--- config.mk ---
export PLATFORM = sky130hd
export DESIGN_NAME = rom_dump_seq
export DESIGN_NICKNAME = d
export VERILOG_FILES = /design/src/rtl/rom_dump_pkg.sv /design/src/rtl/dump_dwell_timer.sv /design/src/rtl/dump_position.sv /design/src/rtl/dump_out_slot.sv /design/src/rtl/rom_dump_seq.sv
export SDC_FILE = /design/constraint.sdc
export NUM_CORES = 1
export LEC_CHECK = 0
export ABC_AREA = 0
export BUFFER_PORTS_ARGS = -buffer_cell sky130_fd_sc_hd__clkbuf_2
export CAP_MARGIN = 20
export CORE_MARGIN = 1.5
export CORE_UTILIZATION = 45
export CTS_BUF_LIST = sky130_fd_sc_hd__clkbuf_8
export CTS_CLUSTER_SIZE = 8
export DETAILED_ROUTE_END_ITERATION = 16
export GPL_ROUTABILITY_DRIVEN = 0
export PLACE_DENSITY = 0.68
export SLEW_MARGIN = 20
export SYNTH_ARGS = -nofsm -noshare
export SYNTH_HDL_FRONTEND = slang
export SYNTH_SLANG_ARGS = --single-unit
--- constraint.sdc ---
create_clock -name clk -period 4.5 [get_ports clk]
set_input_delay 1.35 -clock clk [delete_from_list [all_inputs] [get_ports clk]]
set_output_delay 1.35 -clock clk [all_outputs]
set_load 0.02 [all_outputs]
--- src/rtl/rom_dump_pkg.sv ---
// Shared types for the banked ROM dump sequencer.
package rom_dump_pkg;

    typedef enum logic [4:0] {
        S_IDLE,
        S_BANK,
        S_MRST,
        S_TAKE,
        S_DRIVE,
        S_LDLO,
        S_LDHI,
        S_DROP,
        S_GIVE,
        S_RUN,
        S_SETTLE,
        S_SAMPLE,
        S_WAIT,
        S_INCLO,
        S_INCHI,
        S_NEXT,
        S_DONE
    } seq_state_t;

    localparam int LOAD_BYTES = 3;

endpackage

--- src/rtl/dump_dwell_timer.sv ---
// Dwell timer: counts clocks spent in the current sequencer state.
// Assumes restart_i is high in the cycle the state changes. expired_o goes
// high in the last cycle of a dwell of max(limit_i,1) clocks.
module dump_dwell_timer #(
    parameter int CNT_W = 8
) (
    input  logic             clk,
    input  logic             rst_n,
    input  logic             restart_i,
    input  logic [CNT_W-1:0] limit_i,
    output logic             expired_o
);
    logic [CNT_W-1:0] cnt_q;

    // expiry once cnt+1 reaches the limit (a zero limit expires at once)
    assign expired_o = ({1'b0, cnt_q} + {{CNT_W{1'b0}}, 1'b1}) >= {1'b0, limit_i};

    // count clocks within a state, clear on each state change
    always_ff @(posedge clk) begin
        if (!rst_n || restart_i) begin
            cnt_q <= '0;
        end else if (!expired_o) begin
            cnt_q <= cnt_q + 1'b1;
        end
    end
endmodule

--- src/rtl/dump_position.sv ---
// Bank and address position tracker for the dump.
// clear_i restarts at bank 0 and ADDR_FIRST. bank_step_i moves to the next
// bank and reloads ADDR_FIRST. addr_step_i moves to the next address.
module dump_position #(
    parameter int                BANK_W     = 2,
    parameter int                ADDR_W     = 16,
    parameter logic [ADDR_W-1:0] ADDR_FIRST = 16'h2000,
    parameter logic [ADDR_W-1:0] ADDR_LAST  = 16'hFFFF
) (
    input  logic              clk,
    input  logic              rst_n,
    input  logic              clear_i,
    input  logic              bank_step_i,
    input  logic              addr_step_i,
    output logic [BANK_W-1:0] bank_o,
    output logic [ADDR_W-1:0] addr_o,
    output logic              bank_last_o,
    output logic              addr_last_o
);
    localparam logic [BANK_W-1:0] BANK_MAX = {BANK_W{1'b1}};

    logic [BANK_W-1:0] bank_q;
    logic [ADDR_W-1:0] addr_q;

    // bank and address registers
    always_ff @(posedge clk) begin
        if (!rst_n || clear_i) begin
            bank_q <= '0;
            addr_q <= ADDR_FIRST;
        end else if (bank_step_i) begin
            bank_q <= bank_q + 1'b1;
            addr_q <= ADDR_FIRST;
        end else if (addr_step_i) begin
            addr_q <= addr_q + 1'b1;
        end
    end

    assign bank_o      = bank_q;
    assign addr_o      = addr_q;
    assign bank_last_o = (bank_q == BANK_MAX);
    assign addr_last_o = (addr_q == ADDR_LAST);
endmodule

--- src/rtl/dump_out_slot.sv ---
// One-entry output slot of the dump stream.
// load_i captures a new item. It assumes load_i is only raised while the slot
// is empty. The item is released on a valid/ready handshake.
module dump_out_slot #(
    parameter int DATA_W = 8,
    parameter int BANK_W = 2,
    parameter int ADDR_W = 16
) (
    input  logic              clk,
    input  logic              rst_n,
    input  logic              load_i,
    input  logic [DATA_W-1:0] byte_i,
    input  logic [BANK_W-1:0] bank_i,
    input  logic [ADDR_W-1:0] addr_i,
    input  logic              ready_i,
    output logic              valid_o,
    output logic [DATA_W-1:0] byte_o,
    output logic [BANK_W-1:0] bank_o,
    output logic [ADDR_W-1:0] addr_o
);
    // valid flag: set on load, cleared on handshake
    always_ff @(posedge clk) begin
        if (!rst_n) begin
            valid_o <= 1'b0;
        end else if (load_i) begin
            valid_o <= 1'b1;
        end else if (valid_o && ready_i) begin
            valid_o <= 1'b0;
        end
    end

    // payload capture
    always_ff @(posedge clk) begin
        if (!rst_n) begin
            byte_o <= '0;
            bank_o <= '0;
            addr_o <= '0;
        end else if (load_i) begin
            byte_o <= byte_i;
            bank_o <= bank_i;
            addr_o <= addr_i;
        end
    end
endmodule

--- src/rtl/rom_dump_seq.sv ---
// Banked ROM dump sequencer (top).
// For each of the bank codes it loads the ROM's internal address counter
// through three strobed bus bytes, then steps through ADDR_FIRST..ADDR_LAST,
// emitting every byte on a valid/ready stream. Assumes ADDR_W is 16, so the
// start address fits in the two load bytes after the leading zero byte.
// All control outputs are decoded from the registered state.
module rom_dump_seq #(
    parameter int                CNT_W      = 8,
    parameter int                DATA_W     = 8,
    parameter int                BANK_W     = 2,
    parameter int                ADDR_W     = 16,
    parameter logic [ADDR_W-1:0] ADDR_FIRST = 16'h2000,
    parameter logic [ADDR_W-1:0] ADDR_LAST  = 16'hFFFF
) (
    input  logic              clk,
    input  logic              rst_n,
    input  logic              start_i,
    input  logic [CNT_W-1:0]  pulse_len_i,
    input  logic [CNT_W-1:0]  settle_len_i,
    input  logic [DATA_W-1:0] bus_in_i,
    output logic [DATA_W-1:0] bus_out_o,
    output logic              bus_oe_o,
    output logic [BANK_W-1:0] bank_sel_o,
    output logic              mrst_o,
    output logic              di_o,
    output logic              it_o,
    output logic              st_o,
    output logic              dat_valid_o,
    input  logic              dat_ready_i,
    output logic [DATA_W-1:0] dat_byte_o,
    output logic [BANK_W-1:0] dat_bank_o,
    output logic [ADDR_W-1:0] dat_addr_o,
    output logic              done_o
);
    import rom_dump_pkg::*;

    localparam int IDX_W = $clog2(LOAD_BYTES + 1);
    localparam logic [IDX_W-1:0] IDX_LAST = IDX_W'(LOAD_BYTES - 1);

    seq_state_t        state_q, state_d;
    logic [IDX_W-1:0]  idx_q;
    logic              expired;
    logic [CNT_W-1:0]  dwell_lim;
    logic              pos_clear, bank_step, addr_step;
    logic [BANK_W-1:0] cur_bank;
    logic [ADDR_W-1:0] cur_addr;
    logic              bank_last, addr_last;
    logic [DATA_W-1:0] load_byte;

    // dwell limit: settle time in the settle state, strobe width otherwise
    assign dwell_lim = (state_q == S_SETTLE) ? settle_len_i : pulse_len_i;

    dump_dwell_timer #(.CNT_W(CNT_W)) u_timer (
        .clk       (clk),
        .rst_n     (rst_n),
        .restart_i (state_d != state_q),
        .limit_i   (dwell_lim),
        .expired_o (expired)
    );

    assign pos_clear = (state_q == S_IDLE || state_q == S_DONE) && start_i;
    assign bank_step = (state_q == S_NEXT);
    assign addr_step = (state_q == S_INCHI);

    dump_position #(
        .BANK_W     (BANK_W),
        .ADDR_W     (ADDR_W),
        .ADDR_FIRST (ADDR_FIRST),
        .ADDR_LAST  (ADDR_LAST)
    ) u_pos (
        .clk         (clk),
        .rst_n       (rst_n),
        .clear_i     (pos_clear),
        .bank_step_i (bank_step),
        .addr_step_i (addr_step),
        .bank_o      (cur_bank),
        .addr_o      (cur_addr),
        .bank_last_o (bank_last),
        .addr_last_o (addr_last)
    );

    dump_out_slot #(
        .DATA_W (DATA_W),
        .BANK_W (BANK_W),
        .ADDR_W (ADDR_W)
    ) u_slot (
        .clk     (clk),
        .rst_n   (rst_n),
        .load_i  (state_q == S_SAMPLE),
        .byte_i  (bus_in_i),
        .bank_i  (cur_bank),
        .addr_i  (cur_addr),
        .ready_i (dat_ready_i),
        .valid_o (dat_valid_o),
        .byte_o  (dat_byte_o),
        .bank_o  (dat_bank_o),
        .addr_o  (dat_addr_o)
    );

    // next-state logic of the dump sequence
    always_comb begin
        state_d = state_q;
        unique case (state_q)
            S_IDLE, S_DONE: if (start_i) state_d = S_BANK;
            S_BANK:   state_d = S_MRST;
            S_MRST:   state_d = S_TAKE;
            S_TAKE:   state_d = S_DRIVE;
            S_DRIVE:  state_d = S_LDLO;
            S_LDLO:   if (expired) state_d = S_LDHI;
            S_LDHI:   state_d = (idx_q == IDX_LAST) ? S_DROP : S_DRIVE;
            S_DROP:   state_d = S_GIVE;
            S_GIVE:   state_d = S_RUN;
            S_RUN:    state_d = S_SETTLE;
            S_SETTLE: if (expired) state_d = S_SAMPLE;
            S_SAMPLE: state_d = S_WAIT;
            S_WAIT: begin
                if (!dat_valid_o) begin
                    if (!addr_last)     state_d = S_INCLO;
                    else if (bank_last) state_d = S_DONE;
                    else                state_d = S_NEXT;
                end
            end
            S_INCLO:  if (expired) state_d = S_INCHI;
            S_INCHI:  state_d = S_SETTLE;
            S_NEXT:   state_d = S_BANK;
            default:  state_d = S_IDLE;
        endcase
    end

    // state register
    always_ff @(posedge clk) begin
        if (!rst_n) state_q <= S_IDLE;
        else        state_q <= state_d;
    end

    // load-byte index: cleared per bank, advanced after each load strobe
    always_ff @(posedge clk) begin
        if (!rst_n || state_q == S_BANK) idx_q <= '0;
        else if (state_q == S_LDHI)      idx_q <= idx_q + 1'b1;
    end

    // load byte: leading zero, then start address low byte, then high byte
    always_comb begin
        unique case (idx_q)
            IDX_W'(1): load_byte = ADDR_FIRST[7:0];
            IDX_W'(2): load_byte = ADDR_FIRST[15:8];
            default:   load_byte = 8'h00;
        endcase
    end

    // control line decode from the registered state
    always_comb begin
        bus_oe_o = (state_q == S_DRIVE) || (state_q == S_LDLO) || (state_q == S_LDHI);
        di_o     = !(bus_oe_o || state_q == S_TAKE || state_q == S_DROP);
        mrst_o   = di_o && !(state_q == S_MRST || state_q == S_GIVE);
        st_o     = !(state_q == S_LDLO || state_q == S_INCLO);
    end

    assign bus_out_o  = bus_oe_o ? load_byte : '0;
    assign bank_sel_o = cur_bank;
    assign it_o       = 1'b1;
    assign done_o     = (state_q == S_DONE);
endmodule

==> results.sh, run 1 <==
export IMPL_max_freq_ghz=0.253
export IMPL_cts_root_buf="clkbuf_8"
export IMPL_grtUsageMet1_pct=24.9
export IMPL_wl_per_cell_um=12.3
export IMPL_num_fill_cells=673
export IMPL_setup_viol=0
export IMPL_grt_pass1_wl_um=11400
export IMPL_num_antenna_cells=0
export IMPL_synthAdderAreaFrac_pct=4.63
export IMPL_top_usage_layer="met2"
export IMPL_cap_violations=0
export IMPL_pin_count=71
export IMPL_synth_cells=395
export IMPL_grt_setup_unrepaired="no"
export IMPL_finClkSkew_ps=8.27
export IMPL_multi_input_area_um2=1890
export IMPL_power_per_cell_area_nw_per_um2=307
export IMPL_synth_edf_count=0
export IMPL_track_usage_pct=19.1
export IMPL_routed_wl_um=6810
export IMPL_status="completed"
export IMPL_drtIter0Drc=105
export IMPL_core_region_area_um2=6870
export IMPL_drive_gt1_share_pct=21.7
export IMPL_layout_commonest_cell="nand2_1"
export IMPL_period_share_pct=87.8
export IMPL_async_reset_ff_share_pct=0
export IMPL_hold_viol_final=0
export IMPL_synth_yosys_warnings=0
export IMPL_ys_flop_type="dfxtp_1"
export IMPL_drv_slew=0
export IMPL_ys_ff_latch=60
export IMPL_finalSetupTns_ps=0
export IMPL_drtPass1Iterations=4
export IMPL_hpwlAfterDp_um=4910
export IMPL_finalCriticalPeriod_ps=3950
export IMPL_cts_num_sinks=60
export IMPL_grtUsageMet3_pct=4.90
export IMPL_slowest_stage="or4b_1"
export IMPL_start_util_pct=47.2
export IMPL_htree_levels=3
export IMPL_ir_drop_v=0.000160
export IMPL_met2_usage_pct=28.8
export IMPL_drc_errors=0
export IMPL_fin_nets=491
export IMPL_yosys_area_top_type="dfxtp_1"
export IMPL_final_cell_mix="nand2_1 (77), clkbuf_2 (62), dfxtp_1 (60)"
export IMPL_end_kind="flip-flop"
export IMPL_grt_max_degree=35
export IMPL_fp_row_count=30
export IMPL_synth_seq_area_share_pct=37.1
export IMPL_via_per_inst=5.06
export IMPL_post_cts_buffers=0
export IMPL_cp_start_kind="flip-flop"
export IMPL_ant_nets=0
export IMPL_syn_to_final_growth_pct=16.2
export IMPL_r2r_start="state_q[0]"
export IMPL_final_cells=552
export IMPL_hold_path_class="flip-flop to flip-flop"
export IMPL_cts_hold_buf=0
export IMPL_dp_cells=536
export IMPL_synthTopCellsByArea="dfxtp_1 (37%), nand2_1 (8.9%), ha_1 (4.6%)"
export IMPL_synthSimpleGateAreaFrac_pct=28.6
export IMPL_cts_tree="yes"
export IMPL_critPathMaxFanout=8
export IMPL_avgSynthCellArea_um2=8.20
export IMPL_clock_latency_ps=350
export IMPL_seqCellArea_um2=1200
export IMPL_port_buffers=62
export IMPL_critPathRequiredTime_ps=4770
export IMPL_die_h_um=87.9
export IMPL_antenna_found_initial=0
export IMPL_cpPeakStageDelay_ps=770
export IMPL_synth_top_area_share_pct=37.1
export IMPL_yosys_cell_types_count=48
export IMPL_slew_limit_headroom_pct=27.9
export IMPL_grt_overflow_total=0
export IMPL_grt_pass1_vias=2534
export IMPL_die_x_um=87.9
export IMPL_path_clk_slew_ps=70
export IMPL_critical_path_class="flip-flop to flip-flop"
export IMPL_worstMarginPinSlew_ps=1050
export IMPL_syn_area_um2=3240
export IMPL_cp_buffers_inverters=0
export IMPL_cp_startpoint="state_q[0]"
export IMPL_min_from="u_slot.addr_o[5]"
export IMPL_fin_util_pct=54.8
export IMPL_synth_compound_area_share_pct=12.2
export IMPL_path_cells="or3b_1 > or3b_1 > mux2i_1 > ha_1 > a41oi_1 > nor3_1 > or4b_1 > nor2b_1 > or4b_1 > nor3_2"
export IMPL_dr_total_vias=2792
export IMPL_cts_resized=0
export IMPL_numCtsBuffers=9
export IMPL_cp_top_family="simple AND/OR/NAND/NOR gates"
export IMPL_dieArea_um2=7720
export IMPL_leakage_nw=1.51
export IMPL_critPathArrivalTime_ps=4220
export IMPL_clk_path_buf_depth=2
export IMPL_yosys_area_share_xor_xnor_pct=8.38
export IMPL_synth_top_family_by_area="simple AND/OR/NAND/NOR gates"
export IMPL_synth_mux_area_share_pct=3.40
==> state kept, by name, indices dropped and copies added (netlist names) <==
signal,count
u_slot.addr_o,16
u_slot.bank_o,2
u_pos.addr_o,16
u_timer.cnt_q,8
idx_q,2
u_pos.bank_o,2
u_slot.byte_o,8
state_q,5
u_slot.valid_o,1
==> worst paths after layout <==
| check | depth (start not counted) | slack (ps) | endpoint |
|---|---|---|---|
| max | 10 | 550 | u_timer.cnt_q[3] |
| min reg2reg | 2 | 450 | u_slot.addr_o[5] |
| max reg2reg | 10 | 550 | u_timer.cnt_q[3] |
| min | 2 | 450 | u_slot.addr_o[5] |
==> stage by stage <==
step / setup WS (ps) / cell area (um2) / hold slack (ps) / power (mW)
5_1_grt: 327 / 3760 / 473 / 1.21
6_report: 550 / 3760 / 453 / 1.16
2_1_floorplan: 849 / 3260 / 455 / 0.701
3_5_place_dp: 574 / 3580 / 446 / 0.736
3_3_place_gp: 652 / 3580 / 442 / 0.733
4_1_cts: 547 / 3760 / 457 / 1.17
==> Yosys cell counts (all sizes together) (6+ instances only) <==
master and count:
nand2b 8, ha 12, a21boi 28, nand2 77, nand4 7, nor2 38, xnor2 17, buf 13
nor3 15, dfxtp 60, clkbuf 16, o21ai 6, a21oi 9, nand3 11, mux2i 11, xor2 14
==> logic make-up after synthesis <==
group,count (synthesis)
compound gates,57
xor+xnor,31
fa+ha+maj,12
buf+inv,34
flops,60
mux,11
other cells,2
simple gates,188
==> power breakdown <==
group | switching (mW) | total, mW | internal, mW
Clock | 0.231 | 0.433 | 0.202
Sequential | 0.00759 | 0.547 | 0.539
Combinational | 0.113 | 0.178 | 0.0657
Total | 0.351 | 1.16 | 0.806
==> worst register-to-register path: cells and delay by family, from the launching register on <==
family | cells | cell delay [ps]
compound gates | 1 | 200
fa+ha+maj | 1 | 280
flops | 1 | 310
mux | 1 | 240
simple gates | 7 | 2860
==> cell type report <==
| type | count | share of cell area (%) |
|---|---|---|
| clock inverter | 7 | 1.40 |
| clock buffer | 9 | 3.29 |
| inverter | 5 | 0.499 |
| timing repair buffer | 68 | 9.44 |
| multi-input combinational | 307 | 50.3 |
| tap | 96 | 3.19 |
| sequential | 60 | 31.9 |
==> metal layers <==
layer / part of all wire (%) / vias up / routed length, um
met2: 42 / 90 / 2880
met5: 0 / - / 0
met1: 49 / 1250 / 3360
met4: 2.2 / 0 / 147
li1: - / 1438 / -
met3: 6.2 / 14 / 425
Note: power is estimated with default switching activity, not from simulation.
==> run 2: changes to the inputs <==
--- a/config.mk
+++ b/config.mk
@@ -6,7 +6,7 @@
 export NUM_CORES = 1
 export LEC_CHECK = 0
 export ABC_AREA = 0
-export BUFFER_PORTS_ARGS = -buffer_cell sky130_fd_sc_hd__clkbuf_2
+export BUFFER_PORTS_ARGS = -buffer_cell sky130_fd_sc_hd__buf_4
 export CAP_MARGIN = 20
 export CORE_MARGIN = 1.5
 export CORE_UTILIZATION = 45
==> run 2 against run 1 <==
- fmax down 0.90%
- sequential power about the same
- first-iteration DRC count up 6.7%
- clock-buffer cell count up 2
- clock power up 1%
- non-clock buffer count up 1
- die area unchanged
- clock skew about the same
- critical path depth unchanged
- worst hold slack better by 1.9 ps
- largest power group unchanged
==> results.sh, run 2 (synthesized netlist as in run 1, its figures left out) <==
export IMPL_clk_path_buf_depth=2
export IMPL_finalCriticalPeriod_ps=3990
export IMPL_layout_commonest_cell="nand2_1"
export IMPL_start_util_pct=47.2
export IMPL_routed_wl_um=7000
export IMPL_critPathMaxFanout=8
export IMPL_p_switching_uw=333
export IMPL_cp_start_kind="flip-flop"
export IMPL_hpwlAfterDp_um=5020
export IMPL_grt_pass1_wl_um=11700
export IMPL_reg_top3="u_pos.addr_o x16, u_slot.addr_o x16"
export IMPL_slowest_stage="or4b_1"
export IMPL_period_share_pct=88.6
export IMPL_setup_viol=0
export IMPL_r2r_slack_ps=510
export IMPL_path_clk_slew_ps=70
export IMPL_dieArea_um2=7720
export IMPL_num_fill_cells=659
export IMPL_via_per_inst=5.02
export IMPL_leakage_nw=1.55
export IMPL_setup_ws_ps=514
export IMPL_port_buffers=62
export IMPL_drv_slew=0
export IMPL_slew_limit_headroom_pct=25.9
export IMPL_cts_resized=0
export IMPL_htree_levels=3
export IMPL_critPathRequiredTime_ps=4760
export IMPL_switching_share_pct=28.4
export IMPL_track_usage_pct=19.4
export IMPL_clock_latency_ps=340
export IMPL_antenna_found_initial=0
export IMPL_dr_total_vias=2773
export IMPL_drc_errors=0
export IMPL_path_cells="or3b_1 > or3b_1 > mux2i_1 > ha_1 > a41oi_1 > nor3_1 > or4b_1 > nor2b_1 > or4b_1 > nor3_2"
export IMPL_drtIter0Drc=112
export IMPL_fin_nets=492
export IMPL_numCtsBuffers=9
export IMPL_num_antenna_cells=0
export IMPL_status="completed"
export IMPL_post_cts_buffers=0
export IMPL_die_x_um=87.9
export IMPL_finClkSkew_ps=8.75
export IMPL_core_region_area_um2=6870
export IMPL_finalSetupTns_ps=0
export IMPL_worstMarginPinSlew_ps=1080
export IMPL_cap_violations=0
export IMPL_power_per_cell_area_nw_per_um2=298
export IMPL_ant_nets=0
export IMPL_end_kind="flip-flop"
export IMPL_cts_num_sinks=60
export IMPL_hold_path_class="flip-flop to flip-flop"
export IMPL_grt_pass1_vias=2555
export IMPL_pwr_share_comb_pct=16.0
export IMPL_grt_max_degree=35
export IMPL_hold_viol_final=0
export IMPL_cts_tree="yes"
export IMPL_grt_setup_unrepaired="no"
export IMPL_wl_per_cell_um=12.7
export IMPL_drtPass1Iterations=4
export IMPL_syn_to_final_growth_pct=21.2
export IMPL_final_cell_mix="nand2_1 (77), buf_4 (69), dfxtp_1 (60)"
export IMPL_max_freq_ghz=0.251
export IMPL_fp_row_count=30
export IMPL_cpPeakStageDelay_ps=760
export IMPL_ir_drop_v=0.000178
export IMPL_die_h_um=87.9
export IMPL_pwr_share_clk_pct=37.4
export IMPL_final_cells=552
export IMPL_dp_cells=537
export IMPL_critical_path_class="flip-flop to flip-flop"
export IMPL_pin_count=71
export IMPL_critPathArrivalTime_ps=4240
export IMPL_drive_gt1_share_pct=21.7
export IMPL_pwr_share_seq_pct=46.7
export IMPL_cts_root_buf="clkbuf_8"
export IMPL_cts_hold_buf=0
export IMPL_grt_overflow_total=0
export IMPL_internal_power_uw=838
export IMPL_dp_slack_ps=521
==> run 2: layout make-up <==
cell class | instances | area (um2) | share of cell area, %
clock buffer | 11 | 151 | 3.85
clock inverter | 4 | 25.0 | 0.637
inverter | 5 | 18.8 | 0.478
multi-input combinational | 307 | 1890 | 48.2
sequential | 60 | 1200 | 30.6
tap | 96 | 120 | 3.06
timing repair buffer | 69 | 518 | 13.2
==> run 2: per-stage QoR <==
stage / hold WS [ps] / cell area (um2) / power, mW / util, %
after floorplan: 455 / 3260 / 0.701 / -
after global placement: 443 / 3750 / 0.742 / 54.5
after detailed placement: 449 / 3750 / 0.745 / 54.5
after CTS: 459 / 3920 / 1.18 / 57.1
after global routing: 475 / 3930 / 1.22 / 57.2
final: 455 / 3930 / 1.17 / 57.2
==> run 2: path summary, 6_finish.rpt <==
path | startpoint | to | cells after the start
worst max-delay path | state_q[4] | u_timer.cnt_q[2] | 10
worst min-delay path | u_slot.addr_o[5] | u_slot.addr_o[5] | 2
worst max register to register | state_q[4] | u_timer.cnt_q[2] | 10
worst min register to register | u_slot.addr_o[5] | u_slot.addr_o[5] | 2
==> run 2: power by group through the flow <==
stage / clock network, mW / logic, mW / registers (mW)
finish: 0.438 / 0.187 / 0.547
global route: 0.462 / 0.207 / 0.547
CTS: 0.443 / 0.187 / 0.546
detailed placement: 0 / 0.186 / 0.558
global placement: 0 / 0.184 / 0.558
floorplan: 0 / 0.144 / 0.557
==> run 2: critical path, delay by kind of cell, from the launching register on <==
kind                       cells  cell delay (ps)
and+or+nand+nor                7             2830
DFF                            1              330
adders and majority gates      1              290
muxes                          1              270
AOI/OAI and AO/OA              1              200
==> run 2: routing by layer <==
layer / up-vias / share of wire, % / track usage [%] / wire (um)
met3: 6 / 6.7 / 5.28 / 467
li1: 1434 / - / - / -
met4: 0 / 1.1 / 7.50 / 79
met2: 74 / 43 / 30.5 / 3030
met5: - / 0 / 0 / 0
met1: 1259 / 49 / 25.2 / 3430
==> run 3: changes to the inputs <==
==> constraint.sdc (replaced) <==
create_clock -name clk -period 4.85 [get_ports clk]
set_input_delay 1.455 -clock clk [delete_from_list [all_inputs] [get_ports clk]]
set_output_delay 1.455 -clock clk [all_outputs]
set_load 0.02 [all_outputs]
==> run 3 against run 2 <==
- fmax decreased by 1.6%
- critical path depth increased by 1
- via count increased by 1.4%
- sequential power decreased by 6.8%
- highest routed layer unchanged
- power decreased by 3.4%
- clock skew increased by 2.4 ps
- non-clock buffer count decreased by 2
- largest power group unchanged
- worst hold slack got worse by 2.3 ps
- global-route usage decreased by 0.11 points
==> results.sh, run 3 (synthesized netlist as in run 1, its figures left out) <==
export IMPL_cp_top_family="simple AND/OR/NAND/NOR gates"
export IMPL_drv_slew=0
export IMPL_finalSetupTns_ps=0
export IMPL_setup_viol=0
export IMPL_fin_nets=490
export IMPL_cp_buffers_inverters=1
export IMPL_die_x_um=87.9
export IMPL_cap_violations=0
export IMPL_hpwlAfterDp_um=5050
export IMPL_pin_count=71
export IMPL_cts_tree="yes"
export IMPL_worstMarginPinSlew_ps=1010
export IMPL_dp_cells=535
export IMPL_slowest_stage="or4b_1"
export IMPL_dieArea_um2=7720
export IMPL_grt_pass1_vias=2541
export IMPL_slew_limit_headroom_pct=30.6
export IMPL_final_cell_mix="nand2_1 (77), buf_4 (67), dfxtp_1 (60)"
export IMPL_power_mw=1.13
export IMPL_finClkSkew_ps=11.1
export IMPL_final_cells=551
export IMPL_cts_root_buf="clkbuf_8"
export IMPL_ant_nets=0
export IMPL_post_cts_buffers=0
export IMPL_cts_resized=0
export IMPL_htree_levels=3
export IMPL_clock_latency_ps=350
export IMPL_num_antenna_cells=0
export IMPL_stdcell_area_um2=3940
export IMPL_fp_row_count=30
export IMPL_placed_cell_area_um2=3730
export IMPL_r2r_cells=11
export IMPL_r2r_start="state_q[0]"
export IMPL_grt_max_degree=35
export IMPL_drtPass1Iterations=4
export IMPL_critPathArrivalTime_ps=4320
export IMPL_path_cells="buf_4 > or3b_1 > or3b_1 > mux2i_1 > ha_1 > a41oi_1 > nor3_1 > or4b_1 > nor2b_1 > or4b_1 > nor3_2"
export IMPL_drc_errors=0
export IMPL_max_freq_ghz=0.247
export IMPL_port_buffers=62
export IMPL_leakage_nw=1.55
export IMPL_grt_setup_unrepaired="no"
export IMPL_hold_path_class="flip-flop to flip-flop"
export IMPL_hold_viol_final=0
export IMPL_start_util_pct=47.2
export IMPL_antenna_found_initial=0
export IMPL_reg_top3="u_pos.addr_o x16, u_slot.addr_o x16"
export IMPL_finalCriticalPeriod_ps=4050
export IMPL_status="completed"
export IMPL_cp_startpoint="state_q[0]"
export IMPL_critPathMaxFanout=17
export IMPL_core_region_area_um2=6870
export IMPL_grt_pass1_wl_um=11600
export IMPL_power_per_cell_area_nw_per_um2=287
export IMPL_cpPeakStageDelay_ps=750
export IMPL_die_h_um=87.9
export IMPL_wl_per_cell_um=12.6
export IMPL_cp_start_kind="flip-flop"
export IMPL_dr_total_vias=2813
export IMPL_numCtsBuffers=9
export IMPL_critical_path_class="flip-flop to flip-flop"
export IMPL_period_share_pct=83.6
export IMPL_ir_drop_v=0.000148
export IMPL_track_usage_pct=19.3
export IMPL_path_clk_slew_ps=80
export IMPL_cts_hold_buf=0
export IMPL_drive_gt1_share_pct=21.5
export IMPL_clk_path_buf_depth=2
export IMPL_fin_util_pct=57.3
export IMPL_syn_to_final_growth_pct=21.5
export IMPL_via_per_inst=5.11
export IMPL_layout_commonest_cell="nand2_1"
export IMPL_drtIter0Drc=148
export IMPL_min_from="u_slot.byte_o[6]"
export IMPL_whs_path_depth=2
export IMPL_cp_depth=11
export IMPL_end_kind="flip-flop"
export IMPL_cts_num_sinks=60
export IMPL_grt_overflow_total=0
export IMPL_critPathRequiredTime_ps=5110
export IMPL_routed_wl_um=6940
[run 3: cell count changes in the layout (fill, tap and decap cells not counted), sizes merged]
cell / previous run / this run
clkbuf: 11 / 9
inv: 5 / 6
clkinv: 2 / 3
bufinv: 0 / 1
buf: 69 / 67
[run 3: worst paths after layout]
| kind | slack (ps) | to |
|---|---|---|
| setup / recovery | 800 | u_timer.cnt_q[7] |
| hold / removal | 450 | u_slot.byte_o[6] |
| setup reg to reg | 800 | u_timer.cnt_q[7] |
| hold reg to reg | 450 | u_slot.byte_o[6] |
[run 3: layout make-up]
class / count / area, um2
Clock buffer: 9 / 124
Sequential cell: 60 / 1200
Timing Repair Buffer: 67 / 503
Multi-Input combinational cell: 307 / 1890
Inverter: 5 / 18.8
Fill cell: 684 / 2930
Clock inverter: 7 / 76.3
Tap cell: 96 / 120
[run 3: worst min-delay path, stage by stage, from the launching register on]
cell and delay [ps]:
dfxtp_1 310, nand2_1 50, a21boi_1 50
[run 3: power breakdown]
group          switching (mW)  total, mW  internal [mW]
logic                   0.100      0.168         0.0682
registers             0.00991      0.510          0.500
clock network           0.214      0.453          0.239
[run 3: metrics by stage]
step | hold WS, ps | setup WS (ps)
finish | 453 | 798
global route | 470 | 515
CTS | 458 | 789
detailed placement | 447 | 817
global placement | 443 | 868
floorplan | 455 | 1160
[run 3: layer usage]
layer  wire, um  GRT usage [%]  vias to the layer above
li1           -              -                     1432
met1       3250           24.0                     1287
met2       3150           30.8                       84
met3        441           4.71                       10
met4        108           9.96                        0
met5          0              0                        -
